--- src/rtl/hsum_pkg.sv ---
package hsum_pkg;

    localparam int SUM_W    = 32;
    localparam int LVL_SH   = 5;
    localparam int NUM_LVLS = 4;

    typedef logic [SUM_W-1:0] sum_word_t;

    typedef enum logic [0:0] {
        RD_IDLE = 1'b0,
        RD_RESP = 1'b1
    } rd_state_e;

    function automatic int ceil_div(input int a, input int b);
        return (a + b - 1) / b;
    endfunction

    function automatic int pow32(input int k);
        int r;
        r = 1;
        for (int i = 0; i < k; i++) r = r * SUM_W;
        return r;
    endfunction

endpackage

--- src/rtl/hsum_reduce.sv ---
module hsum_reduce
    import hsum_pkg::*;
#(
    parameter int IN_W  = 128,
    parameter int OUT_W = 32
) (
    input  logic [IN_W-1:0]  in_bits,
    output logic [OUT_W-1:0] out_bits
);

    localparam int NGRP = IN_W / SUM_W;

    always_comb begin
        out_bits = '0;
        for (int j = 0; j < NGRP; j++) begin
            out_bits[j] = |in_bits[j*SUM_W +: SUM_W];
        end
    end

endmodule

--- src/rtl/hsum_window.sv ---
module hsum_window
    import hsum_pkg::*;
#(
    parameter int VEC_W = 128,
    parameter int SEL_W = 20,
    parameter int SHIFT = 5
) (
    input  logic [VEC_W-1:0] vec,
    input  logic [SEL_W-1:0] sel,
    output sum_word_t        win
);

    localparam int NWIN = VEC_W / SUM_W;

    logic [SEL_W-1:0] idx;

    assign idx = sel >> SHIFT;

    always_comb begin
        win = '0;
        for (int w = 0; w < NWIN; w++) begin
            if (idx == SEL_W'(w)) win = vec[w*SUM_W +: SUM_W];
        end
    end

endmodule

--- src/rtl/hsum_top.sv ---
module hsum_top
    import hsum_pkg::*;
#(
    parameter int NUM_HARTS = 100,
    parameter int HARTSEL_W = 20
) (
    input  logic                 clk,
    input  logic                 rst_n,
    input  logic [NUM_HARTS-1:0] halted,
    input  logic [HARTSEL_W-1:0] hartsel,
    input  logic                 rd_en,
    input  logic [1:0]           rd_addr,
    output logic                 rd_valid,
    output logic [31:0]          rd_data
);

    sum_word_t lvl_sum [NUM_LVLS];

    for (genvar k = 0; k < NUM_LVLS; k++) begin : gen_lvl
        localparam int GRP_LEN = ceil_div(NUM_HARTS, pow32(k));
        localparam int PAD     = ceil_div(GRP_LEN, SUM_W) * SUM_W;
        localparam bit IMPL    = (k == 0) || (NUM_HARTS > pow32(k));

        logic [PAD-1:0] grp;
        sum_word_t      win;

        if (k == 0) begin : gen_base
            always_comb begin
                grp = '0;
                grp[NUM_HARTS-1:0] = halted;
            end
        end else begin : gen_fold
            hsum_reduce #(
                .IN_W  (ceil_div(ceil_div(NUM_HARTS, pow32(k-1)), SUM_W) * SUM_W),
                .OUT_W (PAD)
            ) u_red (
                .in_bits  (gen_lvl[k-1].grp),
                .out_bits (grp)
            );
        end

        hsum_window #(
            .VEC_W (PAD),
            .SEL_W (HARTSEL_W),
            .SHIFT (LVL_SH*k + LVL_SH)
        ) u_win (
            .vec (grp),
            .sel (hartsel),
            .win (win)
        );

        assign lvl_sum[k] = IMPL ? win : '0;
    end

    rd_state_e state_q, state_d;
    sum_word_t data_q;

    always_comb begin
        state_d = state_q;
        unique case (state_q)
            RD_IDLE: state_d = rd_en ? RD_RESP : RD_IDLE;
            RD_RESP: state_d = rd_en ? RD_RESP : RD_IDLE;
            default: state_d = RD_IDLE;
        endcase
    end

    always_ff @(posedge clk or negedge rst_n) begin
        if (!rst_n) state_q <= RD_IDLE;
        else        state_q <= state_d;
    end

    always_ff @(posedge clk or negedge rst_n) begin
        if (!rst_n)     data_q <= '0;
        else if (rd_en) data_q <= lvl_sum[rd_addr];
    end

    assign rd_valid = (state_q == RD_RESP);
    assign rd_data  = data_q;

endmodule

--- config.mk ---
export PLATFORM = sky130hd
export DESIGN_NAME = hsum_top
export DESIGN_NICKNAME = d
export VERILOG_FILES = /design/src/rtl/hsum_pkg.sv /design/src/rtl/hsum_reduce.sv /design/src/rtl/hsum_window.sv /design/src/rtl/hsum_top.sv
export SDC_FILE = /design/constraint.sdc
export NUM_CORES = 1
export LEC_CHECK = 0
export ABC_AREA = 0
export CELL_PAD_IN_SITES_DETAIL_PLACEMENT = 0
export CELL_PAD_IN_SITES_GLOBAL_PLACEMENT = 1
export CORE_MARGIN = 1.5
export CORE_UTILIZATION = 27
export CTS_BUF_LIST = sky130_fd_sc_hd__clkbuf_4 sky130_fd_sc_hd__clkbuf_8
export DETAILED_ROUTE_END_ITERATION = 16
export GPL_ROUTABILITY_DRIVEN = 0
export GPL_TIMING_DRIVEN = 0
export PLACE_DENSITY = 0.93
export SYNTH_ARGS = -nofsm -noshare
export SYNTH_HDL_FRONTEND = slang
export SYNTH_SLANG_ARGS = --single-unit
--- constraint.sdc ---
create_clock -name clk -period 2.2 [get_ports clk]
set_input_delay 0.33 -clock clk [delete_from_list [all_inputs] [get_ports clk]]
set_output_delay 0.33 -clock clk [all_outputs]
set_load 0.01 [all_outputs]
==> metrics.csv <==
metric,value,unit
I/O pin count,158,
first-pass GRT wire length,14400,µm
full die area,8620,µm²
Post-DRT Antenna Nets,0,
DP Area,3800,µm²
Global Route met3 Usage,0.0534,
largest net degree at the start of global routing,34,
Worst Clk Skew,0,ps
Root Driver,clkbuf_8,
Final period util,0.941,
cell row count,32,
Worst slew margin,0.472,
Clock power frac,0.338,
"Top FF cell, synth",dfrtp_1,
mapped cell area,2180,µm²
Initial Util,0.280,
initial antenna violation count,1,
syn nets,324,
asr flop ratio synth,1.00,
met2 Use GR,0.350,
fin crit period,2070,ps
reg-to-reg critical path startpoint,rd_data[2],
area grow syn2layout,82.4,%
H-tree lvl count,2,
Vias,2645,
# DRC,0,
Synth cell types,29,
Reg2Reg Capture Point,rd_data[2],
buffers added on ports,150,
Nets,488,
status,completed,
DP HPWL,7690,µm
met1 GRT Util,0.283,
Least-Margin Pin Slew,792,ps
busiest grt layer,met2,
clock buffer depth,2,
clock sink count,33,
final setup margin,129,ps
net switching power,0.407,mW
Mapped Cells,199,
Worst EP arrival,2300,ps
vias in the first global route,2705,
Filler cells,717,
Setup-failing EPs final,0,
Total Routing Usage GR,0.219,
most frequent cells in the layout,"clkdlybuf4s50_1 (149), nor4_1 (49), dfrtp_1 (33), mux2i_1 (28), a221o_1 (26)",
Vias/cell,5.66,
crit path capture type,flip-flop,
final design utilization,0.511,
power share of the combinational group,0.265,
Inserted Clock Buffers,5,
Worst-path clk slew,70,ps
total gr overflow,0,
average wire per standard cell,21.0,µm
Die W,92.8,µm
Worst-Skew Late Latency,280,ps
CP Data Required Time,2430,ps
sw frac,0.263,
RSZ-0062 raised after global routing,no,
pwr/cell area,389,nW/µm²
path type of the worst setup path,in2reg,
fmax,483,MHz
core area,7770,µm²
Fin. Hold Viols,0,
Die Y,92.8,µm
final wirelength,9810,µm
multi-input combinational cell area,1270,µm²
CP max FO,10,
"EDFF count, synth",0,
Max VDD drop,0.255,mV
Setup WS pre-CTS,-410,ps
register bit total from synthesis,33,
Int Power,1.14,mW
Reg power frac,0.397,
Final Power,1.55,mW
hold_buf cts,0,
worst reg2reg setup slack,1280,ps
Iter 0 DRT Violations,112,
Max-Cap Viols,0,
synth warn,0,
sequential area share after synthesis,0.379,
HP Class,in2async,
Worst Reg-to-Reg Cells,2,
Syn Area/Cell,10.9,µm²
ratio of cells with drive above 1 in the final layout,0.0962,
Finished Cell Area,3970,µm²
Max Slew Vio Count,0,
Static Leak,1.53,nW
Worst setup SP type,input pin,
DRT Pass-1 Iters,4,
register area,826,µm²
"most common cell after layout, fill and taps aside",clkdlybuf4s50_1,
CTS tree,yes,
-- registers in the layout, summed over array words and instances, names as in the netlist --
| register | flops |
|---|---|
| rd_valid | 1 |
| rd_data | 32 |
-- power groups by stage --
stage / Clock, mW / Sequential, mW / Combinational, mW
global route: 0.555 / 0.613 / 0.433
finish: 0.523 / 0.613 / 0.411
detailed placement: 0 / 0.625 / 0.406
floorplan: 0 / 0.627 / 0.104
global placement: 0 / 0.625 / 0.402
CTS: 0.528 / 0.613 / 0.408
-- routing by layer --
metal / vias up / part of all wire
li1: 1199 / -
met1: 1287 / 0.42
met2: 136 / 0.48
met3: 23 / 0.079
met4: 0 / 0.025
met5: - / 0
-- cells by family after synthesis --
family,Yosys count,share of synthesized area
DFF,33,0.379
and+or+nand+nor,71,0.236
muxes,32,0.170
buffers and inverters,19,0.0431
AOI/OAI and AO/OA,44,0.172
-- critical path: stages --
cell and delay, ps:
clkdlybuf4s50_1 570, nor3b_4 390, nand3_4 180, nor4_4 300, buf_4 210, buf_6 160
a221o_1 150
-- worst max-delay path by stage --
stage / from / end / slack (ps) / cells after the start
2_1_floorplan: hartsel[5] / rd_data[10] / 550 / 6
3_3_place_gp: rd_en / rd_data[7] / -380 / 6
3_5_place_dp: rd_en / rd_data[4] / -410 / 6
4_1_cts: rd_en / rd_data[20] / 20 / 6
5_1_grt: rd_en / rd_data[4] / 60 / 7
6_report: rd_en / rd_data[10] / 130 / 7
-- timing repair --
action	4_1_cts	5_1_grt
setup endpoints to repair	20	21
pin swaps	1	1
resized for setup	0	4
buffers inserted	4	3
-- cells in the mapped netlist, types with 2 or more instances --
master | number | area [µm²]
nor4_1 | 51 | 319
dfrtp_1 | 33 | 826
mux2i_1 | 28 | 280
a221o_1 | 26 | 260
clkbuf_1 | 9 | 33.8
a21oi_1 | 8 | 40.0
nand4_1 | 6 | 37.5
mux4_2 | 4 | 90.1
o21ai_0 | 4 | 20.0
a221oi_1 | 3 | 26.3
buf_2 | 3 | 15.0
nor4_4 | 3 | 63.8
and4_1 | 2 | 17.5
buf_1 | 2 | 7.51
buf_6 | 2 | 22.5
nor2b_1 | 2 | 12.5
-- final cells by class --
type / count / share of cell area
antenna: 1 / 0.000630
buffer: 17 / 0.0220
clock buffer: 7 / 0.0243
clock inverter: 1 / 0.00126
inverter: 2 / 0.00189
multi-input combinational: 147 / 0.320
sequential: 33 / 0.208
tap: 102 / 0.0321
timing repair buffer: 157 / 0.390
-- metrics by stage --
stage	instances	hold WS [ps]	setup TNS [ps]
after floorplan	199	34.4	0
after global placement	451	481	-9090
after detailed placement	451	449	-9870
after CTS	463	132	0
after global routing	466	174	0
final	467	117	0
Note: power is estimated with default switching activity, not from simulation.
